## config.mk

```make
export PLATFORM = sky130hd
export DESIGN_NAME = pt_walker
export DESIGN_NICKNAME = d
export VERILOG_FILES = /design/src/rtl/ptw_pkg.sv /design/src/rtl/ptw_base_reg.sv /design/src/rtl/ptw_addr_gen.sv /design/src/rtl/ptw_entry_decode.sv /design/src/rtl/ptw_ctrl.sv /design/src/rtl/pt_walker.sv
export SDC_FILE = /design/constraint.sdc
export NUM_CORES = 1
export LEC_CHECK = 0
export BUFFER_PORTS_ARGS = -buffer_cell sky130_fd_sc_hd__buf_2
export CORE_ASPECT_RATIO = 0.9
export CORE_MARGIN = 8
export CORE_UTILIZATION = 51
export DETAILED_ROUTE_END_ITERATION = 6
export PLACE_DENSITY = 0.8
export SLEW_MARGIN = 20
export SYNTH_ARGS = -nofsm -noshare
export SYNTH_HDL_FRONTEND = slang
export SYNTH_SLANG_ARGS = --single-unit
export TNS_END_PERCENT = 50
```

## constraint.sdc

```tcl
create_clock -name clk -period 2.3 [get_ports clk]
set_input_delay 0.23 -clock clk [delete_from_list [all_inputs] [get_ports clk]]
set_output_delay 0.23 -clock clk [all_outputs]
set_load 0.02 [all_outputs]
```

## src/rtl/ptw_pkg.sv

```systemverilog
package ptw_pkg;

   typedef enum logic [1:0] {
      ST_IDLE  = 2'd0,
      ST_ISSUE = 2'd1,
      ST_WAIT  = 2'd2,
      ST_RESP  = 2'd3
   } ptw_state_e;

   function automatic bit is_pow2(input int unsigned v);
      return (v != 0) && ((v & (v - 1)) == 0);
   endfunction

endpackage

```

## src/rtl/ptw_base_reg.sv

```systemverilog
module ptw_base_reg #(
   parameter int unsigned MADDR_W   = 32,
   parameter int unsigned PTE_BYTES = 4
) (
   input  logic               clk,
   input  logic               rst_n,
   input  logic               wr_en,
   input  logic [MADDR_W-1:0] wr_val,
   output logic [MADDR_W-1:0] base
);
   localparam int unsigned ALIGN_BITS = $clog2(PTE_BYTES);

   logic [MADDR_W-1:0] base_q;
   logic [MADDR_W-1:0] aligned_val;

   generate
      if (ALIGN_BITS == 0) begin : g_no_align
         assign aligned_val = wr_val;
      end else begin : g_align
         localparam logic [MADDR_W-1:0] LOW_MASK = MADDR_W'(PTE_BYTES - 1);
         assign aligned_val = wr_val & ~LOW_MASK;
      end
   endgenerate

   always_ff @(posedge clk) begin
      if (!rst_n) begin
         base_q <= '0;
      end else if (wr_en) begin
         base_q <= aligned_val;
      end
   end

   assign base = base_q;
endmodule

```

## src/rtl/ptw_addr_gen.sv

```systemverilog
module ptw_addr_gen #(
   parameter int unsigned VPN_W     = 20,
   parameter int unsigned MADDR_W   = 32,
   parameter int unsigned PTE_BYTES = 4
) (
   input  logic [MADDR_W-1:0] base,
   input  logic [VPN_W-1:0]   vpn,
   output logic [MADDR_W-1:0] entry_addr
);
   localparam int unsigned IDX_SHIFT = $clog2(PTE_BYTES);

   logic [MADDR_W-1:0] vpn_ext;
   logic [MADDR_W-1:0] byte_off;

   assign vpn_ext = MADDR_W'(vpn);

   generate
      if (IDX_SHIFT == 0) begin : g_byte_entries
         assign byte_off = vpn_ext;
      end else begin : g_wide_entries
         assign byte_off = vpn_ext << IDX_SHIFT;
      end
   endgenerate

   assign entry_addr = base + byte_off;
endmodule

```

## src/rtl/ptw_entry_decode.sv

```systemverilog
module ptw_entry_decode #(
   parameter int unsigned PTE_W     = 32,
   parameter int unsigned PPN_W     = 18,
   parameter int unsigned VALID_BIT = 31,
   parameter int unsigned DIRTY_BIT = 30,
   parameter bit          HAS_DIRTY = 1'b1
) (
   input  logic [PTE_W-1:0] entry,
   output logic             ent_valid,
   output logic             ent_dirty,
   output logic [PPN_W-1:0] ent_ppn
);
   logic unused_entry_bits;

   assign ent_valid = entry[VALID_BIT];
   assign ent_ppn   = entry[PPN_W-1:0];

   generate
      if (HAS_DIRTY) begin : g_dirty
         assign ent_dirty = entry[DIRTY_BIT];
      end else begin : g_no_dirty
         assign ent_dirty = 1'b0;
      end
   endgenerate

   // Reserved bits are deliberately not consumed.
   assign unused_entry_bits = ^entry;
endmodule

```

## src/rtl/ptw_ctrl.sv

```systemverilog
module ptw_ctrl
   import ptw_pkg::*;
#(
   parameter int unsigned MADDR_W = 32,
   parameter int unsigned PPN_W   = 18
) (
   input  logic               clk,
   input  logic               rst_n,
   input  logic               req_valid,
   output logic               req_ready,
   input  logic [MADDR_W-1:0] next_addr,
   output logic               rd_req,
   output logic [MADDR_W-1:0] rd_addr,
   input  logic               rd_rvalid,
   input  logic               ent_valid,
   input  logic               ent_dirty,
   input  logic [PPN_W-1:0]   ent_ppn,
   output logic               resp_valid,
   output logic [PPN_W-1:0]   resp_ppn,
   output logic               resp_fault,
   output logic               resp_dirty
);
   ptw_state_e         state_q, state_d;
   logic [MADDR_W-1:0] addr_q;
   logic [PPN_W-1:0]   ppn_q;
   logic               fault_q;
   logic               dirty_q;
   logic               accept;
   logic               take_data;

   assign req_ready = (state_q == ST_IDLE);
   assign accept    = req_valid && req_ready;
   assign take_data = (state_q == ST_WAIT) && rd_rvalid;

   always_comb begin
      state_d = state_q;
      unique case (state_q)
         ST_IDLE:  if (accept)    state_d = ST_ISSUE;
         ST_ISSUE:                state_d = ST_WAIT;
         ST_WAIT:  if (take_data) state_d = ST_RESP;
         ST_RESP:                 state_d = ST_IDLE;
         default:                 state_d = ST_IDLE;
      endcase
   end

   always_ff @(posedge clk) begin
      if (!rst_n) begin
         state_q <= ST_IDLE;
      end else begin
         state_q <= state_d;
      end
   end

   // Address is captured at accept, so later base writes cannot move it.
   always_ff @(posedge clk) begin
      if (!rst_n) begin
         addr_q <= '0;
      end else if (accept) begin
         addr_q <= next_addr;
      end
   end

   always_ff @(posedge clk) begin
      if (!rst_n) begin
         ppn_q   <= '0;
         fault_q <= 1'b0;
         dirty_q <= 1'b0;
      end else if (take_data) begin
         fault_q <= !ent_valid;
         ppn_q   <= ent_valid ? ent_ppn : '0;
         dirty_q <= ent_valid && ent_dirty;
      end
   end

   assign rd_req     = (state_q == ST_ISSUE);
   assign rd_addr    = addr_q;
   assign resp_valid = (state_q == ST_RESP);
   assign resp_ppn   = ppn_q;
   assign resp_fault = fault_q;
   assign resp_dirty = dirty_q;
endmodule

```

## src/rtl/pt_walker.sv

```systemverilog
module pt_walker
   import ptw_pkg::*;
#(
   parameter int unsigned VPN_W     = 20,
   parameter int unsigned PPN_W     = 18,
   parameter int unsigned MADDR_W   = 32,
   parameter int unsigned PTE_BYTES = 4,
   parameter int unsigned VALID_BIT = 31,
   parameter int unsigned DIRTY_BIT = 30,
   parameter bit          HAS_DIRTY = 1'b1
) (
   input  logic               clk,
   input  logic               rst_n,
   input  logic               cfg_we,
   input  logic [MADDR_W-1:0] cfg_base,
   input  logic               req_valid,
   output logic               req_ready,
   input  logic [VPN_W-1:0]   req_vpn,
   output logic               mem_rd_req,
   output logic [MADDR_W-1:0] mem_rd_addr,
   input  logic               mem_rd_rvalid,
   input  logic [PTE_BYTES*8-1:0] mem_rd_data,
   output logic               resp_valid,
   output logic [PPN_W-1:0]   resp_ppn,
   output logic               resp_fault,
   output logic               resp_dirty
);
   localparam int unsigned PTE_W     = PTE_BYTES * 8;
   localparam int unsigned IDX_SHIFT = $clog2(PTE_BYTES);

   generate
      if (!is_pow2(PTE_BYTES)) begin : g_bad_pte_bytes
         $error("PTE_BYTES must be a power of two");
      end
      if (VPN_W + IDX_SHIFT > MADDR_W) begin : g_bad_addr_w
         $error("table does not fit in the memory address space");
      end
      if (VALID_BIT >= PTE_W || DIRTY_BIT >= PTE_W) begin : g_bad_flag_pos
         $error("flag bit outside the entry");
      end
      if (VALID_BIT == DIRTY_BIT) begin : g_flag_clash
         $error("valid and dirty flags share a bit");
      end
      if (PPN_W > VALID_BIT || (HAS_DIRTY && PPN_W > DIRTY_BIT)) begin : g_ppn_overlap
         $error("page number field overlaps a flag");
      end
   endgenerate

   logic [MADDR_W-1:0] base;
   logic [MADDR_W-1:0] next_addr;
   logic               ent_valid;
   logic               ent_dirty;
   logic [PPN_W-1:0]   ent_ppn;

   ptw_base_reg #(
      .MADDR_W   (MADDR_W),
      .PTE_BYTES (PTE_BYTES)
   ) u_base (
      .clk    (clk),
      .rst_n  (rst_n),
      .wr_en  (cfg_we),
      .wr_val (cfg_base),
      .base   (base)
   );

   ptw_addr_gen #(
      .VPN_W     (VPN_W),
      .MADDR_W   (MADDR_W),
      .PTE_BYTES (PTE_BYTES)
   ) u_addr (
      .base       (base),
      .vpn        (req_vpn),
      .entry_addr (next_addr)
   );

   ptw_entry_decode #(
      .PTE_W     (PTE_W),
      .PPN_W     (PPN_W),
      .VALID_BIT (VALID_BIT),
      .DIRTY_BIT (DIRTY_BIT),
      .HAS_DIRTY (HAS_DIRTY)
   ) u_dec (
      .entry     (mem_rd_data),
      .ent_valid (ent_valid),
      .ent_dirty (ent_dirty),
      .ent_ppn   (ent_ppn)
   );

   ptw_ctrl #(
      .MADDR_W (MADDR_W),
      .PPN_W   (PPN_W)
   ) u_ctrl (
      .clk        (clk),
      .rst_n      (rst_n),
      .req_valid  (req_valid),
      .req_ready  (req_ready),
      .next_addr  (next_addr),
      .rd_req     (mem_rd_req),
      .rd_addr    (mem_rd_addr),
      .rd_rvalid  (mem_rd_rvalid),
      .ent_valid  (ent_valid),
      .ent_dirty  (ent_dirty),
      .ent_ppn    (ent_ppn),
      .resp_valid (resp_valid),
      .resp_ppn   (resp_ppn),
      .resp_fault (resp_fault),
      .resp_dirty (resp_dirty)
   );
endmodule

```

==> results.md, run 1 <==
- Hold Vio Cnt, Final: 0
- Skew final: 8.22 ps
- EDFF count, synth: 0
- Vias in the first global route: 4398
- Max_cap viols: 0
- Yosys reg bits: 82
- Max frequency: 466 MHz
- Remaining antenna violation count after routing: 0
- Sequential fraction of the synthesis area: 0.363
- Share of flip-flops with an asynchronous set or reset: 0
- TritonRoute pass-1 iters: 5
- Leading area contributor after synthesis: dfxtp_1
- Outcome: completed
- Rows: 32
- Post-layout worst setup margin: 153 ps
- Reg power frac: 0.406
- Crit path kind: register to register
- Syn Std Cell Area: 4520 sq um
- Fill cell count: 775
- Final GP Congestion: 0.896
- Share of cells above drive strength 1: 0.264
- Dominant synthesized flop cell: dfxtp_1
- Synth Warn #: 0
- Top cells by area, synth: dfxtp_1, mux2i_1, a21oi_1
- Post-place setup slack: 69.7 ps
- Vias per cell: 5.55
- Die H: 105 microns
- Post-route clock period utilization: 0.933
- Fin area: 5400 sq um
- RSZ-0062 raised after global routing: no
- Setup Buffers After CTS: 0
- Layout net count: 771
- Hold depth: 3
- Die area: 12100 sq um
- CTS tree: done
- Count of different cell masters after synthesis: 56
- Worst Path Max Fanout: 8
- Min Clock Period, post-route: 2150 ps
- Slew Limit Headroom: 0.530
- IO Pins: 144
- Placed cell area: 5190 sq um
- Combined area of the multi-input logic cells: 2660 sq um
- Residual overflow from global routing: 0
- Clock transition at the registers of the reported paths: 100 ps
- Diode count: 0
- Initial DRC count: 256
- Detailed-route via count: 4332
- Remaining DRCs: 0
- Hold Slack: 91.4 ps
- Syn Inst Count: 542
- Clock power frac: 0.235
- First-pass GRT wire length: 21.0 mm
- Layout area overhead: 19.5%
- Clk sinks: 82
- HP Class: input port to register
- Max IR drop VDD: 0.000393 V
- TNS Setup: 0 ps
- Initial Utilization: 0.525
- Core Area: 8610 sq um
- WP data required: 2570 ps
- Switching pwr: 1.72 mW
- Final slew viol count: 0
- Syn Area/Cell: 8.34 sq um
- Port Buffers: 127
- Util after Layout: 0.627
- Gr usage total: 0.210
- Worst-margin pin slew: 704 ps
- Int Power: 2.58 mW
- Critical Path Source Type: register
- Worst skew pair latency: 370 ps
- PD cells: 796 nW/um^2
- Switching share of power: 0.400
- Gate power share: 0.359
- Share of the synthesized area in the top cell type: 0.363
- Initial antenna violation count: 0
- Drt wl/cell: 16.1 microns
- Number of cells on the worst reg-to-reg path: 7
- Worst Setup End Kind: register
- Root buf cell: clkbuf_8
- HPWL after DPL: 9.70 mm
- Crit path DAT: 2410 ps
- FF+latch area: 1640 sq um
- Lkg Pwr: 2.46 nW
- Total CTS buffers: 9
- Setup-failing EPs final: 0
- H-tree depth: 3
- Die W: 115 microns
- Clk buf depth: 2
- WL final: 12.6 mm
- Largest net degree at the start of global routing: 31
==> flip-flops by register name, indices dropped and copies added (netlist names) <==
signal and count:
u_ctrl.resp_ppn 18, u_ctrl.resp_fault 1, u_ctrl.state_q 2, u_ctrl.rd_addr 30
u_base.base 30, u_ctrl.resp_dirty 1
==> timing repair <==
item,in CTS,in global routing
setup endpoints to repair,0,6
gates resized for setup,0,6
hold buffers,0,0
==> power groups by stage <==
stage	sequential, mW	combinational, mW	clock, mW
2_1_floorplan	1.94	0.896	0
3_3_place_gp	1.77	1.49	0
3_5_place_dp	1.78	1.53	0
4_1_cts	1.74	1.54	1.03
5_1_grt	1.77	1.68	1.09
6_report	1.75	1.54	1.01
==> cells in the final DEF (no fill, tap or decap), drive strengths merged, types with 2 or more instances in the layout <==
master / n
buf: 137
dfxtp: 82
a21oi: 67
nand2: 57
nor2: 42
nand3: 40
mux2i: 33
o21ai: 32
ha: 24
inv: 18
o211ai: 17
nor3: 15
xnor2: 12
a21o: 9
clkbuf: 9
nand4: 8
and2: 6
a211oi: 6
nand2b: 5
nand4b: 4
and3: 4
a31oi: 3
o21a: 3
nor4: 2
a21boi: 2
conb: 2
clkinvlp: 2
clkinv: 2
o31ai: 2
==> cells in the mapped netlist, types with 2 or more instances <==
library cell and instances:
and2_1 6, o211ai_1 14, nand4b_1 4, a21boi_1 2
o21ai_1 11, a211oi_1 4, nand4_1 7, buf_6 5
a21oi_2 5, inv_1 15, buf_4 4, a31oi_1 3
a21oi_1 62, buf_1 4, nand2b_1 5, and3_1 3
nand3_1 40, a21o_1 9, xnor2_1 12, dfxtp_1 82
nor3_1 15, o21ai_0 20, nand2_1 57, nor2_1 42
mux2i_1 33, buf_2 3, o21a_1 3, o31ai_1 2
nor4_1 2, clkbuf_1 17, o211ai_2 3, ha_1 24
==> worst max-delay path: stages, from the launching register on <==
cell	delay (ps)
dfxtp_1	330
ha_1	390
a211oi_4	280
o211ai_2	180
a2111oi_4	450
a21oi_1	140
xnor2_1	190
a21oi_1	80
==> layout make-up <==
class	count	share of cell area
multi-input combinational	412	0.492
sequential	82	0.304
tap	119	0.0276
inverter	15	0.0104
timing repair buffer	137	0.132
clock inverter	7	0.0114
clock buffer	9	0.0229
==> per-stage QoR <==
stage | power (mW) | std cells
6_report | 4.30 | 781
5_1_grt | 4.54 | 781
4_1_cts | 4.31 | 781
3_3_place_gp | 3.25 | 765
2_1_floorplan | 2.84 | 543
3_5_place_dp | 3.30 | 765
==> layer usage <==
layer,vias to the layer above,wire (microns),global-route usage
met5,-,0,0
met4,0,265,0.0806
met3,20,797,0.0485
met2,142,6190,0.358
met1,2006,5340,0.249
li1,2164,-,-
==> path summary, 6_finish.rpt <==
check / end / start / slack (ps)
worst max-delay path: u_ctrl.rd_addr[31] / u_base.base[12] / 150
worst min register to register: u_ctrl.resp_ppn[13] / u_ctrl.resp_ppn[13] / 450
worst min-delay path: u_base.base[15] / cfg_base[15] / 90
worst max register to register: u_ctrl.rd_addr[31] / u_base.base[12] / 150
==> logic make-up (layout without fill, tap and decap cells) <==
logic type / after synthesis / in the layout / share of synthesized area
xor+xnor: 13 / 13 / 0.0252
fa+ha+maj: 25 / 25 / 0.0709
other cells: 1 / 2 / 0.000830
mux: 33 / 33 / 0.0731
simple gates: 187 / 187 / 0.194
compound gates: 152 / 152 / 0.217
flops: 82 / 82 / 0.363
buf+inv: 49 / 168 / 0.0554
Power figures use the tool's default switching activity.
==> inputs of run 2 (changes only) <==
--- a/config.mk
+++ b/config.mk
@@ -10,6 +10,7 @@
 export CORE_MARGIN = 8
 export CORE_UTILIZATION = 51
 export DETAILED_ROUTE_END_ITERATION = 6
+export MAX_ROUTING_LAYER = met4
 export PLACE_DENSITY = 0.8
 export SLEW_MARGIN = 20
 export SYNTH_ARGS = -nofsm -noshare
==> run 2 against run 1 <==
Net effect:
- core utilization rose by 0.12 points
- via count grew 1.1%
- total power is 3.2% higher
- clock-buffer cell count grew 2
- critical endpoint is now u_ctrl.rd_addr[25]
==> results.md, run 2 (synthesis results as in run 1) <==
- Outcome: completed
- Max_cap viols: 0
- Hold depth: 3
- Core Area: 8610 sq um
- R2R Path Start: u_base.base[16]
- Min Clock Period, post-route: 2270 ps
- Setup-failing EPs final: 0
- Initial DRC count: 317
- Vias per cell: 5.62
- Post-place setup slack: 105 ps
- H-tree depth: 3
- Port Buffers: 127
- WP data required: 2550 ps
- Initial Utilization: 0.525
- Die area: 12100 sq um
- Lkg Pwr: 2.47 nW
- Die W: 115 microns
- Fin area: 5410 sq um
- Final slew viol count: 0
- Post-route clock period utilization: 0.985
- Most common cell after layout, fill and taps aside: buf_2
- Family with the most delay on the worst path: compound AO/OA/AOI/OAI gates
- Detailed-route via count: 4381
- Post-layout worst setup margin: 34.5 ps
- Placed cell area: 5180 sq um
- Root buf cell: clkbuf_8
- Layout net count: 770
- Worst skew pair latency: 360 ps
- Total CTS buffers: 9
- TNS Setup: 0 ps
- Hold Crit Endpoint: u_base.base[22]
- R2R Setup Slk: 30 ps
- Skew final: 7.18 ps
- Slew Limit Headroom: 0.537
- Critical Path Source Type: register
- Worst Setup End Kind: register
- Worst Path Max Fanout: 11
- Hold Vio Cnt, Final: 0
- Util after Layout: 0.628
- Hold_sp: cfg_base[22]
- Gr usage total: 0.218
- CTS tree: done
- Number of cells on the worst reg-to-reg path: 7
- TritonRoute pass-1 iters: 5
- Remaining antenna violation count after routing: 0
- Layout area overhead: 19.7%
- Reg-to-Reg End: u_ctrl.rd_addr[25]
- Residual overflow from global routing: 0
- HPWL after DPL: 9.64 mm
- Clock transition at the registers of the reported paths: 80 ps
- Slowest CP cell: a211oi_1
- Setup Buffers After CTS: 0
- Crit-path cells: ha_1 -> a21oi_2 -> o21ai_0 -> a211oi_1 -> o22ai_1 -> nand4b_1 -> o211ai_1
- HP Class: input port to register
- First-pass GRT wire length: 21.1 mm
- Clk buf depth: 2
- Worst-margin pin slew: 694 ps
- Non-Filler Instances: 780
- Vias in the first global route: 4410
- Drt wl/cell: 16.3 microns
- Slowest Stage Delay on Critical Path: 470 ps
- Initial antenna violation count: 0
- Rows: 32
- Max IR drop VDD: 0.000471 V
- Buffers & Inverters on Critical Path: 0
- Share of cells above drive strength 1: 0.257
- Max frequency: 441 MHz
- Remaining DRCs: 0
- Diode count: 0
- RSZ-0062 raised after global routing: yes
- Crit path DAT: 2510 ps
- WL final: 12.7 mm
- Final GP Congestion: 0.898
- Die H: 105 microns
- Hold Buf Count CTS: 0
- Largest net degree at the start of global routing: 31
- IO Pins: 144
- Commonest non-fill, non-tap cells in the layout: buf_2, dfxtp_1, a21oi_1, nand2_1, nor2_1
- Clk sinks: 82
- PD cells: 820 nW/um^2
- Crit path kind: register to register
- # placed instances: 764
==> run 2: worst max-delay path by stage <==
stage	depth (start not counted)	from	end
2_1_floorplan	9	u_base.base[2]	u_ctrl.rd_addr[18]
3_3_place_gp	9	u_base.base[2]	u_ctrl.rd_addr[18]
3_5_place_dp	9	u_base.base[2]	u_ctrl.rd_addr[18]
4_1_cts	9	u_base.base[2]	u_ctrl.rd_addr[18]
5_1_grt	7	u_base.base[16]	u_ctrl.rd_addr[25]
6_report	7	u_base.base[16]	u_ctrl.rd_addr[25]
==> run 2: what timing repair did <==
action / in CTS / in global routing
hold endpoints to repair: 0 / 0
endpoints found under the setup margin: 0 / 6
resized for setup: 0 / 3
==> run 2: power by group <==
group / internal (mW) / total, mW / switching, mW / leakage (nW)
logic: 0.543 / 1.54 / 1.00 / 1.69
registers: 1.62 / 1.75 / 0.123 / 0.672
clock network: 0.611 / 1.15 / 0.535 / 0.107
==> run 2: layer usage <==
layer / global-route usage / share of wire
met2: 0.351 / 0.48
met3: 0.0434 / 0.060
met1: 0.255 / 0.43
met4: 0.107 / 0.030
met5: - / 0
==> run 2: cell type report <==
class / instances / area (sq um)
Inverter: 15 / 56.3
Tap cell: 119 / 149
Clock inverter: 5 / 78.8
Sequential cell: 82 / 1640
Multi-Input combinational cell: 412 / 2650
Timing Repair Buffer: 136 / 703
Fill cell: 809 / 3200
Clock buffer: 11 / 131
==> run 2: tightest hold or removal path, stage by stage <==
cell and delay, ps:
buf_2 70, mux2i_1 50, nor2_1 70
==> run 2: metrics by stage <==
step                      total power, mW  hold slack, ps
after floorplan                      2.84             377
after global placement               3.26             436
after detailed placement             3.31             442
after CTS                            4.45            95.3
after global routing                 4.69            89.5
final                                4.44            97.3
